`config.mk`:
```
export PLATFORM = sky130hd
export DESIGN_NAME = sreg_front
export DESIGN_NICKNAME = d
export VERILOG_FILES = /design/src/rtl/sreg_pkg.sv /design/src/rtl/sreg_decode.sv /design/src/rtl/sreg_rx_hold.sv /design/src/rtl/sreg_irq.sv /design/src/rtl/sreg_front.sv
export SDC_FILE = /design/constraint.sdc
export NUM_CORES = 1
export LEC_CHECK = 0
export BUFFER_PORTS_ARGS = -buffer_cell sky130_fd_sc_hd__buf_2
export CAP_MARGIN = 40
export CORE_ASPECT_RATIO = 0.5
export CORE_UTILIZATION = 26
export DETAILED_ROUTE_END_ITERATION = 16
export GPL_TIMING_DRIVEN = 0
export PLACE_DENSITY = 0.47
export SLEW_MARGIN = 25
export SYNTH_ARGS = -nofsm -noshare
export SYNTH_HDL_FRONTEND = slang
export SYNTH_SLANG_ARGS = --single-unit
export TNS_END_PERCENT = 100
```
`constraint.sdc`:
```
create_clock -name clk -period 3.1 [get_ports clk]
set_input_delay 0.465 -clock clk [delete_from_list [all_inputs] [get_ports clk]]
set_output_delay 0.465 -clock clk [all_outputs]
set_load 0.05 [all_outputs]
```
`src/rtl/sreg_pkg.sv`:
```
package sreg_pkg;

  typedef enum logic [2:0] {
    OFS_DATA    = 3'd0,
    OFS_IEN     = 3'd1,
    OFS_IDENT   = 3'd2,
    OFS_LCTL    = 3'd3,
    OFS_MCTL    = 3'd4,
    OFS_LSTAT   = 3'd5,
    OFS_MSTAT   = 3'd6,
    OFS_SCRATCH = 3'd7
  } ofs_e;

  // one decoded access, at most one load bit set
  typedef struct packed {
    logic rejected;
    logic rd_ok;
    logic rx_rd;
    logic tx_wr;
    logic ld_div_lo;
    logic ld_div_hi;
    logic ld_ien;
    logic ld_fifo;
    logic ld_lctl;
    logic ld_mctl;
    logic ld_scratch;
  } acc_t;

endpackage

```
`src/rtl/sreg_decode.sv`:
```
module sreg_decode
  import sreg_pkg::*;
#(
  parameter int AW = 3
) (
  input  logic [AW-1:0] addr,
  input  logic          rd,
  input  logic          wr,
  input  logic          bank,
  output acc_t          acc
);

  always_comb begin
    acc = '0;
    if (rd && wr) begin
      acc.rejected = 1'b1;
    end else if (wr) begin
      if (bank) begin
        case (ofs_e'(addr))
          OFS_DATA:  acc.ld_div_lo = 1'b1;
          OFS_IEN:   acc.ld_div_hi = 1'b1;
          OFS_IDENT: acc.ld_fifo   = 1'b1;
          OFS_LCTL:  acc.ld_lctl   = 1'b1;
          default:   acc.rejected  = 1'b1;
        endcase
      end else begin
        case (ofs_e'(addr))
          OFS_DATA:    acc.tx_wr      = 1'b1;
          OFS_IEN:     acc.ld_ien     = 1'b1;
          OFS_IDENT:   acc.ld_fifo    = 1'b1;
          OFS_LCTL:    acc.ld_lctl    = 1'b1;
          OFS_MCTL:    acc.ld_mctl    = 1'b1;
          OFS_SCRATCH: acc.ld_scratch = 1'b1;
          default:     acc.rejected   = 1'b1;
        endcase
      end
    end else if (rd) begin
      if (bank) begin
        acc.rejected = 1'b1;
      end else begin
        acc.rd_ok = 1'b1;
        acc.rx_rd = (ofs_e'(addr) == OFS_DATA);
      end
    end
  end

endmodule

```
`src/rtl/sreg_rx_hold.sv`:
```
module sreg_rx_hold #(
  parameter int DW = 8
) (
  input  logic          clk,
  input  logic          rst,
  input  logic          in_valid,
  input  logic [DW-1:0] in_byte,
  input  logic          drain,
  output logic          ready_o,
  output logic [DW-1:0] byte_o
);

  logic          ready_q;
  logic [DW-1:0] hold_q;

  always_ff @(posedge clk) begin
    if (rst) begin
      ready_q <= 1'b0;
      hold_q  <= '0;
    end else if (ready_q) begin
      if (drain) ready_q <= 1'b0;
    end else if (in_valid) begin
      ready_q <= 1'b1;
      hold_q  <= in_byte;
    end
  end

  assign ready_o = ready_q;
  assign byte_o  = hold_q;

  // a held byte is never overwritten
  a_r6_no_overwrite: assert property (@(posedge clk) disable iff (rst)
    ready_q |=> $stable(hold_q));

  // a drain of a held byte empties the holder
  a_r7_drain_clears: assert property (@(posedge clk) disable iff (rst)
    (ready_q && drain) |=> !ready_q);

endmodule

```
`src/rtl/sreg_irq.sv`:
```
module sreg_irq (
  input  logic clk,
  input  logic rst,
  input  logic tx_ien,
  input  logic rx_pend,
  input  logic clear,
  output logic irq_o
);

  logic irq_q;
  logic cond;

  assign cond = tx_ien | rx_pend;

  always_ff @(posedge clk) begin
    if (rst)        irq_q <= 1'b0;
    else if (clear) irq_q <= 1'b0;
    else if (cond)  irq_q <= 1'b1;
  end

  assign irq_o = irq_q;

  // a clearing access wins over re-raising
  a_r11_clear_wins: assert property (@(posedge clk) disable iff (rst)
    clear |=> !irq_o);

  // condition without a clear raises the line
  a_r10_raise: assert property (@(posedge clk) disable iff (rst)
    (cond && !clear) |=> irq_o);

  // line is sticky until cleared
  a_r10_sticky: assert property (@(posedge clk) disable iff (rst)
    (irq_o && !clear) |=> irq_o);

endmodule

```
`src/rtl/sreg_front.sv`:
```
module sreg_front
  import sreg_pkg::*;
#(
  parameter int          DW        = 8,
  parameter int          AW        = 3,
  parameter logic [7:0]  MSTAT_VAL = 8'h10
) (
  input  logic            clk,
  input  logic            rst,
  input  logic [AW-1:0]   bus_addr,
  input  logic            bus_rd,
  input  logic            bus_wr,
  input  logic [DW-1:0]   bus_wdata,
  output logic [DW-1:0]   bus_rdata,
  output logic            bus_err,
  input  logic            rx_valid,
  input  logic [DW-1:0]   rx_byte,
  output logic            tx_stb,
  output logic [DW-1:0]   tx_byte,
  output logic            irq,
  output logic [2*DW-1:0] div_o,
  output logic [DW-1:0]   fifo_ctl_o
);

  localparam int BANK_BIT  = DW - 1;
  localparam int THRE_BIT  = 5;
  localparam int TXIEN_BIT = 1;

  acc_t          acc;
  logic [DW-1:0] div_lo_q, div_hi_q, ien_q, fifo_q, lctl_q, mctl_q, scr_q;
  logic [DW-1:0] rdata_q, tx_byte_q, rd_mux, lstat;
  logic          err_q, tx_stb_q;
  logic          rx_ready;
  logic [DW-1:0] rx_hold;
  logic          irq_w, clear;

  sreg_decode #(.AW(AW)) dec_i (
    .addr (bus_addr),
    .rd   (bus_rd),
    .wr   (bus_wr),
    .bank (lctl_q[BANK_BIT]),
    .acc  (acc)
  );

  sreg_rx_hold #(.DW(DW)) rx_i (
    .clk      (clk),
    .rst      (rst),
    .in_valid (rx_valid),
    .in_byte  (rx_byte),
    .drain    (acc.rx_rd),
    .ready_o  (rx_ready),
    .byte_o   (rx_hold)
  );

  assign clear = acc.tx_wr | (acc.rx_rd & rx_ready);

  sreg_irq irq_i (
    .clk     (clk),
    .rst     (rst),
    .tx_ien  (ien_q[TXIEN_BIT]),
    .rx_pend (rx_ready),
    .clear   (clear),
    .irq_o   (irq_w)
  );

  // configuration registers
  always_ff @(posedge clk) begin
    if (rst) begin
      div_lo_q <= '0;
      div_hi_q <= '0;
      ien_q    <= '0;
      fifo_q   <= '0;
      lctl_q   <= '0;
      mctl_q   <= '0;
      scr_q    <= '0;
    end else begin
      if (acc.ld_div_lo)  div_lo_q <= bus_wdata;
      if (acc.ld_div_hi)  div_hi_q <= bus_wdata;
      if (acc.ld_ien)     ien_q    <= bus_wdata;
      if (acc.ld_fifo)    fifo_q   <= bus_wdata;
      if (acc.ld_lctl)    lctl_q   <= bus_wdata;
      if (acc.ld_mctl)    mctl_q   <= bus_wdata;
      if (acc.ld_scratch) scr_q    <= bus_wdata;
    end
  end

  always_comb begin
    lstat           = '0;
    lstat[THRE_BIT] = 1'b1;
    lstat[0]        = rx_ready;
  end

  always_comb begin
    case (ofs_e'(bus_addr))
      OFS_DATA:    rd_mux = rx_ready ? rx_hold : '0;
      OFS_IEN:     rd_mux = ien_q;
      OFS_IDENT:   rd_mux = DW'(!irq_w);
      OFS_LCTL:    rd_mux = lctl_q;
      OFS_MCTL:    rd_mux = mctl_q;
      OFS_LSTAT:   rd_mux = lstat;
      OFS_MSTAT:   rd_mux = DW'(MSTAT_VAL);
      default:     rd_mux = scr_q;
    endcase
  end

  // registered bus and transmit outputs
  always_ff @(posedge clk) begin
    if (rst) begin
      rdata_q   <= '0;
      err_q     <= 1'b0;
      tx_stb_q  <= 1'b0;
      tx_byte_q <= '0;
    end else begin
      rdata_q  <= acc.rd_ok ? rd_mux : '0;
      err_q    <= acc.rejected;
      tx_stb_q <= acc.tx_wr;
      if (acc.tx_wr) tx_byte_q <= bus_wdata;
    end
  end

  assign bus_rdata  = rdata_q;
  assign bus_err    = err_q;
  assign tx_stb     = tx_stb_q;
  assign tx_byte    = tx_byte_q;
  assign irq        = irq_w;
  assign div_o      = {div_hi_q, div_lo_q};
  assign fifo_ctl_o = fifo_q;

  // any read in the divisor bank is refused with zero data
  a_r4_bank_read_rejected: assert property (@(posedge clk) disable iff (rst)
    (bus_rd && !bus_wr && lctl_q[BANK_BIT]) |=> (bus_err && bus_rdata == '0));

  // a transmit strobe comes with the line low
  a_r9_tx_drops_irq: assert property (@(posedge clk) disable iff (rst)
    tx_stb |-> !irq);

  // a rejected access emits nothing and returns zero
  a_r12_err_quiet: assert property (@(posedge clk) disable iff (rst)
    bus_err |-> (!tx_stb && bus_rdata == '0));

  // simultaneous strobes leave the configuration unchanged
  a_r12_both_strobes: assert property (@(posedge clk) disable iff (rst)
    (bus_rd && bus_wr) |=> ($stable(scr_q) && $stable(lctl_q) && bus_err));

endmodule

```
== Yosys cells after proc, flatten, opt, wreduce, memory -nomap -nowiden ==
Cells that the tools add are included.
Word-level totals
  flip-flop bits (word level): 84
  input port bits: 24
  output and inout bits: 43
  logic and storage cells: 60
Operators by class
  equal/unequal tests: 7
  mux-type cells: 26
  bitwise logic cells: 5
  reduce and logical (&&, ||, !) cells: 8
Operator list (number)
  case mux 8 bit (7 select lines): 1
  2-to-1 mux 1 bit: 17
  2-to-1 mux 8 bit: 2
  equality test 3 bit (second input constant): 4
  2-to-1 mux 10 bit: 1
  2-to-1 mux 2 bit: 4
  equality test 3 x 2 -> 1 bit (second input constant): 2
  OR reduction 6 bit: 1
  OR reduction 2 bit: 2
  OR reduction 4 bit: 1
  equality test 3 x 1 -> 1 bit (second input constant): 1
  zero test 3 bit: 1
  2-to-1 mux 3 bit: 1
  NOT 1 bit: 2
  bitwise OR 1 bit: 2
  AND reduction 2 bit: 1
  bitwise AND 1 bit: 1
  logical AND 1 bit: 1
  zero test 1 bit: 1

== Logic depth before layout (Yosys ltp) ==
  depth in word-level cells: 8
  depth in mapped cells: 5
  depth with buffers taken out: 3

== Modules after synthesis ==
From an unflattened synthesis, not the netlist that was laid out.
Second synthesis, totals
  cell total of the unflattened synthesis: 365
  area total of the unflattened synthesis: 3579.7 um2
Modules (own cells, without submodules)
  sreg_front: times used 1, cells an instance 299, area each 2965.3 um2, sequential area each 1481.4 um2
  sreg_rx_hold: times used 1, cells an instance 38, area each 422.9 um2, sequential area each 180.2 um2
  sreg_decode: times used 1, cells an instance 25, area each 161.4 um2, sequential area each 0.0 um2
  sreg_irq: times used 1, cells an instance 3, area each 30.0 um2, sequential area each 20.0 um2

== Least setup slack after synthesis ==
Ideal clock, no wire load.
  path type: in2reg
  start point: input port bus_addr[0]
  end point: register div_lo_q[5]
  library setup time: 0.132 ns
  arrival time: 1.450 ns
  data required time: 2.968 ns
  setup slack: 1.518 ns
  stages on the path: 5
  path buffers: 2
  path through: or4b_1 buf_2 buf_6 o21ai_0 a21oi_1
On the way
  word-level cells in the longest chain between the ends: 5
Ends and longest elaborated chain
  start: declaration: line sreg_front.sv:10  | input logic [AW-1:0] bus_addr,
  zero test 3 bit: line sreg_decode.sv:19  | case (ofs_e'(addr))
  2-to-1 mux 1 bit: line sreg_decode.sv:19
  2-to-1 mux 2 bit: line sreg_decode.sv:18  | if (bank) begin
  2-to-1 mux 8 bit: line sreg_decode.sv:17  | end else if (wr) begin
  2-to-1 mux 10 bit: line sreg_decode.sv:15  | if (rd && wr) begin
  end signal: assignment: line sreg_front.sv:77  | if (acc.ld_div_lo) div_lo_q <= bus_wdata;
  end: declaration: line sreg_front.sv:30  | logic [DW-1:0] div_lo_q, div_hi_q, ien_q, fifo_q, lctl_q, mctl_q, scr_q;
Every way passes these cells.
A chain may end at the register's enable or synchronous reset.

== Worst setup path after layout ==
  start point: input port bus_addr[2]
  end point: register rdata_q[6], in the netlist bus_rdata[6]
On the way
  word-level cells in the longest chain between the ends: 2
  elaborated cells on any way between the ends: 8
  classes of those cells: eq/ne: 6; mux: 1; reduce/logical: 1
Ends and longest elaborated chain
  equality test 3 bit (tied with other cells): line sreg_front.sv:94  | case (ofs_e'(bus_addr))
  case mux 8 bit (7 select lines) *: line sreg_front.sv:94
  end signal: assignment: line sreg_front.sv:114  | rdata_q <= acc.rd_ok ? rd_mux : '0;
  end: declaration: line sreg_front.sv:31  | logic [DW-1:0] rdata_q, tx_byte_q, rd_mux, lstat;
Mark *: on every way between the ends. The rest lies on a longest branch, timed or not.

==> reports/results.txt <==
Die Wd - 172 µm
footprint of the multi-input gates - 0.00180 mm²
power per cell area - 526 mW/mm²
final worst-path cycle share - 52.2%
hold path depth - 3
# setup viols final - 0
r2r startpoint - lctl_q[7]
Cells after Synth - 445
Vias - 3479
Synth Area in Adders - 0%
setup TNS - 0 ns
area grow syn2layout - 22.0%
maximum clock insertion buffer count - 2
TritonRoute pass-1 iters - 5
layout cell share with drive strength beyond 1 - 19.7%
critical path fanouts, max - 10
hold-fix buffers at CTS - 0
Post-Syn Area - 0.00374 mm²
Top Ports - 67
Post-Syn Nets - 469
GRT Util Overall - 17.2%
number of synthesized register bits - 84
placed insts - 695
worst path required time - 3.31 ns
DP HPWL - 8.68 mm
mux contribution to synthesized area - 2.14%
Setup crit start - bus_addr[2]
root buf cell - clkbuf_16
grt ovf - 0
outcome - finished, final reports clean
fillers - 1514
die area - 0.0149 mm²
chip height - 86.8 µm
worst reg2reg path depth - 5
Worst Hold Class - in -> reg
Tmin final - 1.62 ns
Nets - 538
Psw - 0.620 mW
GP Congestion - 0.774
Max Cap Violations - 0
CP Launch Type - input pin
clk_skew - 0.00662 ns
fmax - 617 MHz
min-delay src - rx_byte[5]
Max VDD drop - 0.231 mV
Crit Path Class - in -> reg
clock power share - 43.7%
vias in the first global route - 3239
Async SR Flop Fraction - 0%
Synth cell types - 45
DR vias/cell - 4.89
routed wire length - 12.5 mm
Int Power - 1.77 mW
number of synthesized flops with an enable pin - 0
CTS Buf Count - 9
Combinational Power Share - 10.0%
Sw Ratio - 25.9%
initial core utilization - 27.1%
Residual DRC - 0
Syn Area/Cell - 8.40 µm²
Worst-path clk slew - 0.06 ns
main combinational cell family by area after synthesis - compound AO/OA/AOI/OAI gates
Crit. End Element - flop
postcts setup bufs - 0
CTS resizes - 0
r2r endpoint - mctl_q[1]
Final Hold Fails - 0
Yosys warning count - 0
Site Rows - 30
TritonCTS clock tree - yes
Synth Area in XOR/XNOR - 0.234%
initial antenna violation count - 0
Sink Count - 84
worst-case hold path end point - rx_i.byte_o[5]
Worst-Margin Slew - 0.669 ns
post-synthesis sequential area ratio - 45.0%
Synth Area in Simple Gates - 20.7%
I/O Buffers - 58
sequential power share - 46.3%
Antenna Cells - 0
DR WL/cell - 17.6 µm
Non-Filler Instances - 711
Slew Limit Fails - 0
Final ANT Viol Nets - 0
Most used DFF post-synth - dfxtp_1
overall power of the completed layout - 2.39 mW
register area - 0.00168 mm²
first-pass GRT wire length - 19.0 mm
largest net degree at the start of global routing - 14
Clk Latency, worst-skew pair - 0.35 ns
starting DRC count in detailed routing - 272
r2r setup slk - 1.49 ns
Core Util, Final - 33.1%
Synth Area in Compound Gates - 25.1%
CTS H-tree depth - 3
unrepaired setup endpoints after global routing - no
Core Footprint - 0.0138 mm²
Lkg Pwr - 1.61 nW
Rel. slew slack - 55.4%
worst path arrival time - 1.83 ns
==> area by class of cell <==
type	count	share of cell area (%)
buffer	50	5.46
clock buffer	13	5.93
clock inverter	3	0.439
inverter	2	0.165
multi-input combinational	309	39.5
sequential	84	36.9
tap	192	5.27
timing repair buffer	58	6.37
==> placed cells by master, fill, tap and decap left out, drive strengths merged, types with 7 or more instances in the layout <==
cell / n
dfxtp: 84
buf: 80
o21ai: 77
a21oi: 72
nand3: 65
clkbuf: 41
nor2: 12
nand2: 9
mux2i: 8
a21o: 7
nor3b: 7
==> worst max-delay path by stage <==
stage / end / slack [ns] / cells after the start
after CTS: mctl_q[1] / 1.49 / 5
after global placement: bus_rdata[6] / 1.14 / 6
after global routing: div_hi_q[5] / 1.34 / 4
final: bus_rdata[6] / 1.48 / 6
after floorplan: div_lo_q[5] / 1.52 / 5
after detailed placement: bus_rdata[6] / 1.15 / 6
==> flip-flops by register name, summed over array words and instances (netlist names) <==
register      cells
bus_err           1
scr_q             8
lctl_q            8
tx_byte           8
irq_i.irq_o       1
div_hi_q          8
rx_i.ready_o      1
rx_i.byte_o       8
bus_rdata         8
ien_q             8
tx_stb            1
fifo_ctl_o        8
div_lo_q          8
mctl_q            8
==> per-layer routing <==
layer | up-vias | global-route usage (%) | share of wire, % | wire length [µm]
met4 | 0 | 5.93 | 2.1 | 258
met5 | - | 0 | 0 | 0
li1 | 1743 | - | - | -
met1 | 1615 | 25.3 | 51 | 6430
met3 | 17 | 4.16 | 5.9 | 741
met2 | 104 | 23.9 | 41 | 5090
==> synth_stat cells, drive strengths merged, types with 7 or more instances <==
cell type  count  area (µm²)
a21oi         72         360
clkbuf        28         105
nor2          12        47.6
a21o           7        52.6
dfxtp         84        1680
nand2          9        33.8
buf           22         144
nor3b          7        62.6
o21ai         77         389
mux2i          8        80.1
nand3         65         325
==> worst max-delay path: stages <==
cell and delay [ns]:
buf_2 0.20, buf_6 0.19, clkbuf_1 0.37, nor3b_1 0.10
o21ai_0 0.38, a21oi_1 0.13
==> logic make-up after synthesis <==
group                     Yosys count
xor gates and xnor gates            1
and+or+nand+nor                   127
AOI/OAI and AO/OA                 173
DFF                                84
buffers and inverters              52
muxes                               8
==> power by group through the flow <==
stage	logic, mW	clock network (mW)	registers [mW]
6_report	0.239	1.05	1.11
5_1_grt	0.256	1.12	1.11
4_1_cts	0.239	1.07	1.11
3_5_place_dp	0.238	0	1.13
3_3_place_gp	0.240	0	1.13
2_1_floorplan	0.136	0	1.15
==> per-stage QoR <==
step	cell area, µm²	hold WS, ns	setup slack, ns
floorplan	3740	0.444	1.52
global placement	4270	0.460	1.14
detailed placement	4270	0.465	1.15
CTS	4560	0.354	1.49
global route	4560	0.364	1.34
finish	4560	0.365	1.48
Power figures use the tool's default switching activity.
